### src/rtl/jtag_tap_pkg.sv
// Shared types for the test access port: controller states, opcodes,
// data-register selection and the controller transition function.
// Assumes a 3-bit instruction register.
package jtag_tap_pkg;

    localparam int IR_W = 3;

    typedef enum logic [3:0] {
        ST_RESET, ST_IDLE,
        ST_SEL_DR, ST_CAP_DR, ST_SH_DR, ST_EX1_DR, ST_PAU_DR, ST_EX2_DR, ST_UPD_DR,
        ST_SEL_IR, ST_CAP_IR, ST_SH_IR, ST_EX1_IR, ST_PAU_IR, ST_EX2_IR, ST_UPD_IR
    } tap_state_t;

    localparam logic [IR_W-1:0] OP_EXTEST     = 3'b000;
    localparam logic [IR_W-1:0] OP_IDCODE     = 3'b001;
    localparam logic [IR_W-1:0] OP_SAMPLE_HIZ = 3'b010;
    localparam logic [IR_W-1:0] OP_SAMPLE     = 3'b100;
    localparam logic [IR_W-1:0] OP_BYPASS     = 3'b111;

    typedef enum logic [1:0] {DR_BYPASS, DR_IDENT, DR_CHAIN} dr_sel_t;

    // Maps an opcode to the data register placed between tdi and tdo.
    function automatic dr_sel_t decode_dr(logic [IR_W-1:0] op);
        case (op)
            OP_IDCODE:                           return DR_IDENT;
            OP_EXTEST, OP_SAMPLE, OP_SAMPLE_HIZ: return DR_CHAIN;
            default:                             return DR_BYPASS;
        endcase
    endfunction

    // Controller transition for one rising tck edge.
    function automatic tap_state_t tap_next(tap_state_t s, logic tms);
        case (s)
            ST_RESET:  return tms ? ST_RESET  : ST_IDLE;
            ST_IDLE:   return tms ? ST_SEL_DR : ST_IDLE;
            ST_SEL_DR: return tms ? ST_SEL_IR : ST_CAP_DR;
            ST_CAP_DR: return tms ? ST_EX1_DR : ST_SH_DR;
            ST_SH_DR:  return tms ? ST_EX1_DR : ST_SH_DR;
            ST_EX1_DR: return tms ? ST_UPD_DR : ST_PAU_DR;
            ST_PAU_DR: return tms ? ST_EX2_DR : ST_PAU_DR;
            ST_EX2_DR: return tms ? ST_UPD_DR : ST_SH_DR;
            ST_UPD_DR: return tms ? ST_SEL_DR : ST_IDLE;
            ST_SEL_IR: return tms ? ST_RESET  : ST_CAP_IR;
            ST_CAP_IR: return tms ? ST_EX1_IR : ST_SH_IR;
            ST_SH_IR:  return tms ? ST_EX1_IR : ST_SH_IR;
            ST_EX1_IR: return tms ? ST_UPD_IR : ST_PAU_IR;
            ST_PAU_IR: return tms ? ST_EX2_IR : ST_PAU_IR;
            ST_EX2_IR: return tms ? ST_UPD_IR : ST_SH_IR;
            default:   return tms ? ST_SEL_DR : ST_IDLE;
        endcase
    endfunction

endpackage

### src/rtl/tap_fsm.sv
// 16-state controller stepped by tms on rising tck.
// Assumes rst_n is a synchronous power-up reset; there is no test-reset pin.
module tap_fsm
    import jtag_tap_pkg::*;
#(
    parameter int RESET_RUN = 5
) (
    input  logic       tck,
    input  logic       rst_n,
    input  logic       tms,
    output tap_state_t state
);
    localparam int RUN_W = $clog2(RESET_RUN + 1);

    logic [RUN_W-1:0] high_run;

    // Advance the controller state.
    always_ff @(posedge tck) begin
        if (!rst_n) state <= ST_RESET;
        else        state <= tap_next(state, tms);
    end

    // Count consecutive tms-high edges, saturating (checker support).
    always_ff @(posedge tck) begin
        if (!rst_n)                           high_run <= '0;
        else if (!tms)                        high_run <= '0;
        else if (high_run != RUN_W'(RESET_RUN)) high_run <= high_run + 1'b1;
    end


    five_high_reset_chk: assert property (@(posedge tck) disable iff (!rst_n)
        (high_run == RUN_W'(RESET_RUN)) |-> (state == ST_RESET));

endmodule

### src/rtl/tap_ir.sv
// Instruction shift stage and instruction register.
// Assumes the capture pattern is ...001; the reset state selects identification.
module tap_ir
    import jtag_tap_pkg::*;
(
    input  logic            tck,
    input  logic            rst_n,
    input  tap_state_t      state,
    input  logic            tdi,
    output logic [IR_W-1:0] ir_q,
    output logic            ir_lsb
);
    localparam logic [IR_W-1:0] CAP_PAT = {{(IR_W-2){1'b0}}, 2'b01};

    logic [IR_W-1:0] ir_sh;

    // Capture the fixed pattern, then shift least-significant bit first.
    always_ff @(posedge tck) begin
        if (!rst_n)                  ir_sh <= CAP_PAT;
        else if (state == ST_CAP_IR) ir_sh <= CAP_PAT;
        else if (state == ST_SH_IR)  ir_sh <= {tdi, ir_sh[IR_W-1:1]};
    end

    // Apply the new opcode on leaving update; the reset state selects identification.
    always_ff @(posedge tck) begin
        if (!rst_n || state == ST_RESET) ir_q <= OP_IDCODE;
        else if (state == ST_UPD_IR)     ir_q <= ir_sh;
    end

    assign ir_lsb = ir_sh[0];


    ir_capture_chk: assert property (@(posedge tck) disable iff (!rst_n)
        (state == ST_CAP_IR) |=> (ir_sh == CAP_PAT));


    reset_selects_id_chk: assert property (@(posedge tck) disable iff (!rst_n)
        (state == ST_RESET) |=> (ir_q == OP_IDCODE));

endmodule

### src/rtl/tap_dr.sv
// Data registers: bypass stage, identification shift stage, boundary chain
// with its update register and the internal control bit (last chain bit).
// Assumes the controller state and the data-register selection come from the same opcode.
module tap_dr
    import jtag_tap_pkg::*;
#(
    parameter int          CHAIN_LEN = 109,
    parameter logic [31:0] ID_WORD   = 32'h0000_0001
) (
    input  logic                 tck,
    input  logic                 rst_n,
    input  tap_state_t           state,
    input  dr_sel_t              sel,
    input  logic                 upd_ok,
    input  logic                 tdi,
    input  logic [CHAIN_LEN-2:0] pin_in,
    output logic                 dr_lsb,
    output logic                 ctl_bit,
    output logic                 bsr_upd,
    output logic [CHAIN_LEN-2:0] bsr_q
);
    localparam int TOP = CHAIN_LEN - 1;

    logic              byp;
    logic [31:0]       id_sh;
    logic [TOP:0]      chain_sh;

    assign bsr_upd = (state == ST_UPD_DR) && upd_ok;

    // Bypass stage: captures 0, otherwise follows tdi while shifting.
    always_ff @(posedge tck) begin
        if (!rst_n)                                     byp <= 1'b0;
        else if (state == ST_CAP_DR)                    byp <= 1'b0;
        else if (state == ST_SH_DR && sel == DR_BYPASS) byp <= tdi;
    end

    // Identification stage: loads the fixed word and shifts it out.
    always_ff @(posedge tck) begin
        if (!rst_n)                                    id_sh <= '0;
        else if (state == ST_CAP_DR)                   id_sh <= ID_WORD;
        else if (state == ST_SH_DR && sel == DR_IDENT) id_sh <= {tdi, id_sh[31:1]};
    end

    // Boundary chain: captures pins and the control bit, then shifts.
    always_ff @(posedge tck) begin
        if (!rst_n)                                    chain_sh <= '0;
        else if (state == ST_CAP_DR)                   chain_sh <= {ctl_bit, pin_in};
        else if (state == ST_SH_DR && sel == DR_CHAIN) chain_sh <= {tdi, chain_sh[TOP:1]};
    end

    // Update register and control bit: load on update under the allowed opcodes.
    always_ff @(posedge tck) begin
        if (!rst_n) begin
            ctl_bit <= 1'b0;
            bsr_q   <= '0;
        end else if (state == ST_RESET) begin
            ctl_bit <= 1'b0;
        end else if (bsr_upd) begin
            ctl_bit <= chain_sh[TOP];
            bsr_q   <= chain_sh[TOP-1:0];
        end
    end

    // Least-significant bit of the selected stage.
    always_comb begin
        case (sel)
            DR_IDENT: dr_lsb = id_sh[0];
            DR_CHAIN: dr_lsb = chain_sh[0];
            default:  dr_lsb = byp;
        endcase
    end


    bypass_capture_chk: assert property (@(posedge tck) disable iff (!rst_n)
        (state == ST_CAP_DR) |=> (byp == 1'b0));


    ctl_hold_chk: assert property (@(posedge tck) disable iff (!rst_n)
        (!upd_ok && state != ST_RESET) |=> $stable(ctl_bit));


    upd_hold_chk: assert property (@(posedge tck) disable iff (!rst_n)
        !bsr_upd |=> $stable(bsr_q));

endmodule

### src/rtl/jtag_tap_core.sv
// Top of the test access port: assembles the identification word,
// selects the data register, times tdo on the falling edge and forms the
// output high-impedance override.
// Assumes tms/tdi are stable around rising tck and rst_n is synchronous.
module jtag_tap_core
    import jtag_tap_pkg::*;
#(
    parameter int         CHAIN_LEN    = 109,
    parameter logic [2:0] REVISION     = 3'b000,
    parameter logic [2:0] DENSITY_CODE = 3'b011,
    parameter logic [1:0] WIDTH_CODE   = 2'b11,
    parameter logic       HAS_DLL      = 1'b1,
    parameter logic       IS_QUAD      = 1'b0,
    parameter logic       BURST4       = 1'b1,
    parameter logic       SEP_IO       = 1'b0,
    parameter logic [10:0] VENDOR      = 11'b00010100100
) (
    input  logic                 tck,
    input  logic                 rst_n,
    input  logic                 tms,
    input  logic                 tdi,
    input  logic [CHAIN_LEN-2:0] pin_in,
    output logic                 tdo,
    output logic                 tdo_en,
    output logic                 out_hiz,
    output logic                 bsr_upd,
    output logic [CHAIN_LEN-2:0] bsr_q
);
    localparam logic [16:0] CFG_FIELD = {2'b00, DENSITY_CODE, 1'b0, WIDTH_CODE,
                                         1'b0, HAS_DLL, 1'b0, IS_QUAD, 1'b0,
                                         BURST4, 1'b0, SEP_IO, 1'b0};
    localparam logic [31:0] ID_WORD   = {REVISION, CFG_FIELD, VENDOR, 1'b1};

    tap_state_t      state;
    logic [IR_W-1:0] ir_q;
    logic            ir_lsb;
    logic            dr_lsb;
    logic            ctl_bit;
    dr_sel_t         sel;
    logic            upd_ok;
    logic            shifting;

    tap_fsm #(.RESET_RUN(5)) u_fsm (
        .tck(tck), .rst_n(rst_n), .tms(tms), .state(state)
    );

    tap_ir u_ir (
        .tck(tck), .rst_n(rst_n), .state(state), .tdi(tdi),
        .ir_q(ir_q), .ir_lsb(ir_lsb)
    );

    assign sel    = decode_dr(ir_q);
    assign upd_ok = (ir_q == OP_SAMPLE) || (ir_q == OP_EXTEST);

    tap_dr #(.CHAIN_LEN(CHAIN_LEN), .ID_WORD(ID_WORD)) u_dr (
        .tck(tck), .rst_n(rst_n), .state(state), .sel(sel), .upd_ok(upd_ok),
        .tdi(tdi), .pin_in(pin_in), .dr_lsb(dr_lsb), .ctl_bit(ctl_bit),
        .bsr_upd(bsr_upd), .bsr_q(bsr_q)
    );

    // Output override: forced under sample-hiz, control-bit gated under external test.
    always_comb begin
        case (ir_q)
            OP_SAMPLE_HIZ: out_hiz = 1'b1;
            OP_EXTEST:     out_hiz = !ctl_bit;
            default:       out_hiz = 1'b0;
        endcase
    end

    assign shifting = (state == ST_SH_IR) || (state == ST_SH_DR);

    // Serial output stage, retimed to the falling edge of tck.
    always_ff @(negedge tck) begin
        if (!rst_n) begin
            tdo    <= 1'b0;
            tdo_en <= 1'b0;
        end else begin
            tdo_en <= shifting;
            if (state == ST_SH_IR)      tdo <= ir_lsb;
            else if (state == ST_SH_DR) tdo <= dr_lsb;
        end
    end


    tdo_en_state_chk: assert property (@(posedge tck) disable iff (!rst_n)
        tdo_en |-> shifting);

endmodule

### config.mk
export PLATFORM = sky130hd
export DESIGN_NAME = jtag_tap_core
export DESIGN_NICKNAME = d
export VERILOG_FILES = /design/src/rtl/jtag_tap_pkg.sv /design/src/rtl/tap_fsm.sv /design/src/rtl/tap_ir.sv /design/src/rtl/tap_dr.sv /design/src/rtl/jtag_tap_core.sv
export SDC_FILE = /design/constraint.sdc
export NUM_CORES = 1
export LEC_CHECK = 0
export ABC_AREA = 1
export BUFFER_PORTS_ARGS = -buffer_cell sky130_fd_sc_hd__buf_4
export CORE_MARGIN = 4
export CORE_UTILIZATION = 45
export DETAILED_ROUTE_END_ITERATION = 12
export GPL_TIMING_DRIVEN = 0
export PLACE_DENSITY = 0.75
export SLEW_MARGIN = 20
export SYNTH_ARGS = -nofsm -noshare
export SYNTH_HDL_FRONTEND = slang
export SYNTH_HIERARCHICAL = 1
export SYNTH_SLANG_ARGS = --single-unit
### constraint.sdc
create_clock -name tck -period 1.7 [get_ports tck]
set_clock_uncertainty 0.05 [all_clocks]
set_input_delay 0.34 -clock tck [delete_from_list [all_inputs] [get_ports tck]]
set_output_delay 0.34 -clock tck [all_outputs]
set_load 0.02 [all_outputs]
---- Word level (Yosys, flattened, before mapping) ----
Cells that the tools add are included.
word-level totals
  logic and storage cells ................. 76
  input port bits ......................... 112
  register bits after elaboration ......... 263
cells by class
  equality and inequality tests ........... 19
  bitwise gates (word level) .............. 2
  mux-type cells .......................... 22
  reduce and logical (&&, ||, !) cells .... 22
operators with widths
  kind                  count
  $mux W109             2
  $mux W26              2
  $pmux W4 S11          1
  $eq A4 B4 Y1 const B  8
  $eq A4 B3 Y1 const B  4
  $mux W4               4
  $reduce_or A2 Y1      5
  $eq A4 B2 Y1 const B  2
  $mux W2               3
  $mux W3               2
  $reduce_bool A2 Y1    3
  $mux W1               5
  $logic_and A1 B1 Y1   4
  $logic_not A4 Y1      1
  $pmux W1 S2           2
  $pmux W2 S2           1
  $eq A3 B1 Y1 const B  1
  $eq A3 B2 Y1 const B  1
  $eq A3 B3 Y1 const B  1
  $logic_not A3 Y1      1
  $logic_or A1 B1 Y1    3
  $reduce_or A3 Y1      1
  $eq A2 B1 Y1 const B  1
  $eq A2 B2 Y1 const B  1
  4 further kinds       6

---- Logic depth before layout (Yosys ltp) ----
Gate-level depths: netlist (run 1).
  depth after elaboration ................. 7
  depth in mapped cells ................... 12
  mapped depth without buffers ............ 11

---- Hierarchy ----
The synthesis (run 1) kept the hierarchy.
by module, submodules not included
  module         cells an instance  area an instance (µm²)  instances
  tap_dr         1494               10513.8                 1
  tap_fsm        76                 406.6                   1
  tap_ir         41                 286.5                   1
  jtag_tap_core  33                 168.9                   1

==> impl_metrics.json, run 1 <==
{
  "endpoint_kind": "register",
  "violations": "setup timing",
  "die_w_um": 167.0,
  "cts_root_buffer": "clkbuf_16",
  "holdPathEnd": "u_fsm/state[0]",
  "startpoint_type": "register",
  "r2r_cells": 11,
  "ios": 224,
  "worst_pin_slew_ns": 0.8875,
  "rows": 57,
  "io_buffers": 223,
  "num_vias": 13070,
  "combPwrFrac": 0.163,
  "tns_ns": -27.37,
  "grt_pass1_wl_mm": 58.26,
  "grt_max_degree": 16,
  "grt_overflow_total": 0,
  "synth_cell_types": 27,
  "ff2ff_setup_slack_ns": -0.66,
  "cellLeakagePower_nw": 8.436,
  "hp-class": "primary input to register",
  "hold_violations": 0,
  "power_density_nw_per_um2": 886.7,
  "drive_above_1_share": 0.3751,
  "ys_seq_elements": 263,
  "max_cap_viol_count": 0,
  "ys_warn_count": 6,
  "synth_top_flop_cell": "dfxtp_1",
  "syn_nets": 1759,
  "insertion_delay_ns": 0.54,
  "fp.dieH_um": 167.0,
  "ir_drop_uv": 631.0,
  "swShare": 0.2774,
  "r2r_end": "tdo",
  "antenna_found_initial": 1,
  "htreeDepth": 1,
  "gp_congestion": 0.8838,
  "syn_avg_cell_area_um2": 6.920,
  "grt_pass1_vias": 11600,
  "cell_internal_pwr_mw": 11.05,
  "nets": 2074,
  "wire_per_inst_um": 18.27,
  "rsz0062_at_grt": "yes",
  "grt.total_usage": 0.2459,
  "syn_area_um2": 11380,
  "start_util": 0.4623,
  "synth_area_leader_cell": "dfxtp_1",
  "core_area_um2": 24600,
  "drc": 0,
  "hold_depth": 3,
  "drv_slew": 0,
  "cts_tree": "yes",
  "hp-start": "rst_n",
  "dp_hpwl_mm": 24.07,
  "synth_edf_count": 0,
  "path_clk_slew_ns": 0.06,
  "p_sw_mw": 4.241,
  "drtIter0Drc": 1378,
  "clk_path_buf_depth": 3,
  "cts-buffers-inserted": 28,
  "setup_slack_ns": -0.6636,
  "viasPerCell": 5.669,
  "drt_pass1_iterations": 7,
  "synth.top_cell.area_share": 0.4628,
  "synth_cells": 1644,
  "dp_slack_ns": -0.8830,
  "synth.area.top_cells": "dfxtp_1 (46%), nand2_1 (13%), nand3_1 (10%)",
  "cts_hold_buf": 0,
  "critPathKind": "register to register",
  "n_antenna_cell": 0,
  "r2r-start": "u_ir/ir_q[1]",
  "ant_nets": 0,
  "power_mw": 15.29,
  "cp_data_arrival_time_ns": 1.94,
  "required_ns": 1.27,
  "final_util": 0.7008,
  "wirelength_mm": 42.12,
  "status": "finished with violations",
  "dieArea_um2": 27890,
  "relSlewSlack": 0.4084,
  "critPathMaxFanout": 4,
  "synth_seq_area_share": 0.4628,
  "syn_to_final_growth_pct": 51.57,
  "async_flop_share": 0,
  "cts.sinks": 263,
  "power_frac_clock": 0.423,
  "setup_violations": 121,
  "p_seq_frac": 0.414
}
## worst max-delay path, stage by stage, from the launching register on
cell and delay, ns:
dfxtp_4 0.37, inv_4 0.07, nand2_4 0.05, nor2_4 0.15, inv_4 0.07, ha_4 0.26
nor2_2 0.16, a31oi_4 0.05, nand2_1 0.07, nand2_1 0.04, nor2_1 0.08, nor2_1 0.04
## cell usage after synthesis (3+ instances only)
master	n
nand2_1	405
buf_4	6
o21ai_0	108
inv_2	7
o21ai_1	12
buf_1	5
inv_1	21
ha_1	3
dfxtp_1	263
nand3_1	235
nand4_1	25
nor2_2	5
nor2_4	5
a21oi_1	140
clkbuf_1	59
nand2_2	8
nor2_1	264
buf_2	60
nand3b_1	5
## power by group through the flow
stage | clock network (mW) | logic (mW) | registers [mW]
2_1_floorplan | 0.0111 | 1.06 | 6.47
3_3_place_gp | 0.0111 | 1.62 | 6.49
3_5_place_dp | 0.0111 | 1.64 | 6.49
4_1_cts | 6.49 | 1.85 | 6.35
5_1_grt | 6.79 | 2.64 | 6.33
6_report | 6.46 | 2.50 | 6.33
## cell type report
| cell class | count | area [um2] |
|---|---|---|
| well taps | 324 | 405.4 |
| flip-flops and latches | 263 | 5293 |
| multi-input cells | 1223 | 6888 |
| repair buffers | 289 | 2658 |
| clock buffers | 40 | 858.3 |
| plain buffers | 124 | 887.1 |
| fillers | 1774 | 7362 |
| inverters | 28 | 118.9 |
| clock inverters | 14 | 135.1 |
## stage by stage
| stage | std cells | hold WS, ns | instance area (um2) |
|---|---|---|---|
| finish | 2305 | 0.05233 | 17240 |
| global route | 2305 | 0.06853 | 17240 |
| CTS | 2267 | 0.04774 | 15160 |
| detailed placement | 2191 | 0.4029 | 13490 |
| global placement | 2191 | 0.3969 | 13490 |
| floorplan | 1644 | 0.3878 | 11410 |
## flip-flops by register name, summed over array words and instances (netlist names)
name,cells
u_dr/bsr_q,108
u_fsm/state,4
u_ir/ir_q,3
u_dr/id_sh,32
u_dr/byp,1
u_dr/chain_sh,109
tdo_en,1
u_dr/ctl_bit,1
u_ir/ir_sh,3
tdo,1
## layer usage
metal	vias to the layer above	global-route usage	routed length [um]
met4	2	0.09641	2116
met5	-	0	20
met2	723	0.3975	19860
li1	6046	-	-
met3	173	0.04503	3510
met1	6124	0.3271	16610
## layout by cell type, fill, tap and decap left out, drive strengths merged, types with 5 or more instances in the layout
cell,n
nand2,414
buf,346
nor2,274
dfxtp,263
nand3,237
a21oi,140
o21ai,120
clkbuf,107
inv,29
nand4,25
clkinv,8
nand3b,5
## timing repair
action,CTS,global route
endpoints found under the hold margin,0,0
gates cloned,3,17
endpoints found under the setup margin,249,206
gates resized for setup,133,419
pin swaps,14,150
buffers inserted,22,27
## kinds of logic (layout without fill, tap and decap cells)
logic type | count (synthesis) | in the layout | synth area share
buffers and inverters | 160 | 495 | 0.06214
and+or+nand+nor | 955 | 957 | 0.3555
AOI/OAI and AO/OA | 263 | 263 | 0.1163
DFF | 263 | 263 | 0.4628
adders and majority gates | 3 | 3 | 0.003300
## worst max path at each step
stage,start,endpoint,cells after the start
global placement,u_ir/ir_q[1],tdo,12
detailed placement,u_ir/ir_q[1],tdo,12
global route,u_ir/ir_q[1],tdo,11
floorplan,u_ir/ir_q[1],tdo,11
CTS,u_ir/ir_q[1],tdo,11
finish,u_ir/ir_q[1],tdo,11
Note: power is estimated with default switching activity, not from simulation.
==> run 2: changes to the inputs <==
--- a/config.mk
+++ b/config.mk
@@ -5,13 +5,12 @@
 export SDC_FILE = /design/constraint.sdc
 export NUM_CORES = 1
 export LEC_CHECK = 0
-export ABC_AREA = 1
 export BUFFER_PORTS_ARGS = -buffer_cell sky130_fd_sc_hd__buf_4
 export CORE_MARGIN = 4
 export CORE_UTILIZATION = 45
 export DETAILED_ROUTE_END_ITERATION = 12
 export GPL_TIMING_DRIVEN = 0
-export PLACE_DENSITY = 0.75
+export PLACE_DENSITY = 0.74
 export SLEW_MARGIN = 20
 export SYNTH_ARGS = -nofsm -noshare
 export SYNTH_HDL_FRONTEND = slang
==> run 2 against run 1 <==
The flow still finishes with violations (setup timing). Clock power is 3% higher. Total power down 5.6%. Worst hold slack lost 0.024 ns. Die area rose by 7.2%. Combinational power down 45%. Via count down 12%. Area after synthesis grew 7.6%. Synthesized cell count decreased by 18%. Register-to-register slack lost 0.09 ns. Cell count down 14%. Critical endpoint unchanged. Largest cell class unchanged. Largest power group unchanged.
==> impl_metrics.json, run 2 <==
{
  "cp_num_cells": 8,
  "top_register": "u_dr/chain_sh",
  "dp_hpwl_mm": 25.53,
  "drt_pass1_iterations": 5,
  "syn_to_final_growth_pct": 29.80,
  "async_flop_share": 0,
  "ant_nets": 0,
  "critical-path-max-stage-delay_ns": 0.37,
  "fp.dieH_um": 172.9,
  "start_util": 0.4553,
  "rsz0062_at_grt": "yes",
  "stdcell_area_um2": 15880,
  "layout_commonest_cell": "dfxtp_1",
  "hold_depth": 3,
  "core_area_um2": 26880,
  "max_cap_viol_count": 0,
  "path_clk_slew_ns": 0.06,
  "dp_slack_ns": -0.8838,
  "synthTopCellsByCount": "dfxtp_1 (263), o21ai_0 (137), nand3_1 (135)",
  "synth.area.top_cells": "dfxtp_1 (43%), mux2i_1 (9.1%), o311ai_0 (7.7%)",
  "relSlewSlack": 0.3526,
  "cellLeakagePower_nw": 5.557,
  "largest_register_ffs": 109,
  "critPathKind": "register to register",
  "worst_pin_slew_ns": 0.9712,
  "drc": 0,
  "synth.top_cell.area_share": 0.4303,
  "reg.largest.list": "u_dr/chain_sh (109), u_dr/bsr_q (108), u_dr/id_sh (32)",
  "synth_top_flop_cell": "dfxtp_1",
  "insertion_delay_ns": 0.55,
  "viasPerCell": 5.851,
  "num_vias": 11560,
  "syn_nets": 1470,
  "rows": 60,
  "hold_violations": 0,
  "hp-class": "primary input to register",
  "ys_seq_elements": 263,
  "ys_warn_count": 6,
  "holdPathEnd": "u_dr/chain_sh[54]",
  "startpoint_type": "register",
  "grt_pass1_vias": 11350,
  "cp_data_arrival_time_ns": 2.05,
  "r2r_end": "tdo",
  "synth_cell_types": 52,
  "cts-buffers-inserted": 29,
  "power_density_nw_per_um2": 909.2,
  "violations": "setup timing",
  "drtIter0Drc": 820,
  "endpoint_kind": "register",
  "dieArea_um2": 29890,
  "crit_path_cell_trace": "nor3b_4 > inv_2 > ha_4 > nor2_2 > a21oi_2 > inv_1 > or2_0 > a31oi_1",
  "cts_tree": "yes",
  "ios": 224,
  "cts.sinks": 263,
  "syn_avg_cell_area_um2": 9.030,
  "htreeDepth": 1,
  "required_ns": 1.30,
  "grt.total_usage": 0.2361,
  "status": "finished with violations",
  "synth_seq_area_share": 0.4303,
  "cts_root_buffer": "clkbuf_16",
  "ff2ff_setup_slack_ns": -0.75,
  "synth.most_common_cell": "dfxtp_1",
  "r2r-start": "u_ir/ir_q[1]",
  "r2r_cells": 8,
  "nets": 1726,
  "wire_per_inst_um": 18.84,
  "cpMaxStageDelayCell": "dfxtp_4",
  "synth_cells": 1355,
  "critPathTopFamily": "simple AND/OR/NAND/NOR gates",
  "io_buffers": 222,
  "power_mw": 14.44,
  "cp_num_buf_inv": 2,
  "nFillCells": 2327,
  "syn_area_um2": 12240,
  "die_w_um": 172.9,
  "synth_area_leader_cell": "dfxtp_1",
  "ir_drop_uv": 784.3,
  "grt_overflow_total": 0,
  "placed_area_um2": 14430,
  "antenna_found_initial": 0,
  "grt_max_degree": 18,
  "setup_violations": 253,
  "drive_above_1_share": 0.2566,
  "grt_pass1_wl_mm": 59.88,
  "wirelength_mm": 37.21,
  "setup.worst_path.start": "u_ir/ir_q[1]",
  "synth_edf_count": 0,
  "drv_slew": 0,
  "gp_congestion": 0.8307,
  "clk_path_buf_depth": 3,
  "critPathMaxFanout": 5,
  "hp-start": "pin_in[54]",
  "setup_slack_ns": -0.7489,
  "most-common-layout-cells": "dfxtp_1 (255), buf_4 (242), nand3_1 (135)"
}
## run 2: cell count changes after synthesis, sizes merged, moves of 24 or more
| cell | delta |
|---|---|
| nand3 | -101 |
| nand4 | -24 |
| nand2b | +111 |
| a21boi | +112 |
| mux2i | +111 |
| clkbuf | +41 |
| o311ai | +109 |
| nand2 | -408 |
| nor2 | -263 |
## run 2: cell families (layout without fill, tap and decap cells)
family | count (synthesis) | after routing | synth area share
AOI/OAI and AO/OA | 520 | 520 | 0.2777
and+or+nand+nor | 295 | 295 | 0.1377
DFF | 263 | 263 | 0.4303
buffers and inverters | 162 | 440 | 0.05962
muxes | 111 | 111 | 0.09081
adders and majority gates | 3 | 3 | 0.003068
xor gates and xnor gates | 1 | 1 | 0.0007160
other | 0 | 1 | 0
## run 2: power breakdown
group / switching, mW / leakage, nW / internal [mW]
combinational: 0.790 / 2.92 / 0.586
sequential: 0.132 / 2.13 / 6.28
clock: 2.57 / 0.509 / 4.08
total: 3.49 / 5.56 / 10.9
## run 2: per-layer routing
layer  track usage  part of all wire
met1        0.3134              0.44
met3       0.06384             0.077
met2        0.3842              0.46
met5             0                 0
met4       0.05986             0.025
## run 2: layout make-up
| class | count | area [um2] | share of cell area |
|---|---|---|---|
| multi-input combinational | 930 | 6510 | 0.4099 |
| sequential | 263 | 5290 | 0.3331 |
| timing repair buffer | 224 | 1689 | 0.1064 |
| buffer | 153 | 909.6 | 0.05728 |
| clock buffer | 41 | 830.8 | 0.05231 |
| tap | 341 | 426.7 | 0.02687 |
| clock inverter | 14 | 192.7 | 0.01213 |
| inverter | 8 | 30.03 | 0.001891 |
| antenna | 1 | 2.502 | 0.0001576 |
## run 2: worst reg2reg max path, stage by stage (launching register included)
cell and delay [ns]:
dfxtp_4 0.37, nor3b_4 0.24, inv_2 0.08, ha_4 0.28
nor2_2 0.04, a21oi_2 0.09, inv_1 0.06, or2_0 0.22
a31oi_1 0.15
## run 2: metrics by stage
| step | util | std cells | TNS (ns) | hold slack [ns] |
|---|---|---|---|---|
| floorplan | - | 1355 | -16.33 | 0.3700 |
| global placement | 0.5367 | 1918 | -100.95 | 0.3968 |
| detailed placement | 0.5367 | 1918 | -106.45 | 0.4018 |
| CTS | 0.5828 | 1974 | -50.25 | 0.004923 |
| global route | 0.5908 | 1974 | -84.08 | 0.02637 |
| finish | 0.5909 | 1975 | -57.29 | 0.02883 |
## run 2: worst max-delay path by stage
| stage | endpoint |
|---|---|
| global route | tdo |
| floorplan | tdo |
| global placement | tdo |
| CTS | tdo |
| finish | tdo |
| detailed placement | tdo |
## run 2: timing repair
item                       4_1_cts  5_1_grt
resized for setup              144       88
setup endpoints to repair      257      257
buffers inserted                 2        0
pin swaps                        1        5
hold buffers                     0        0
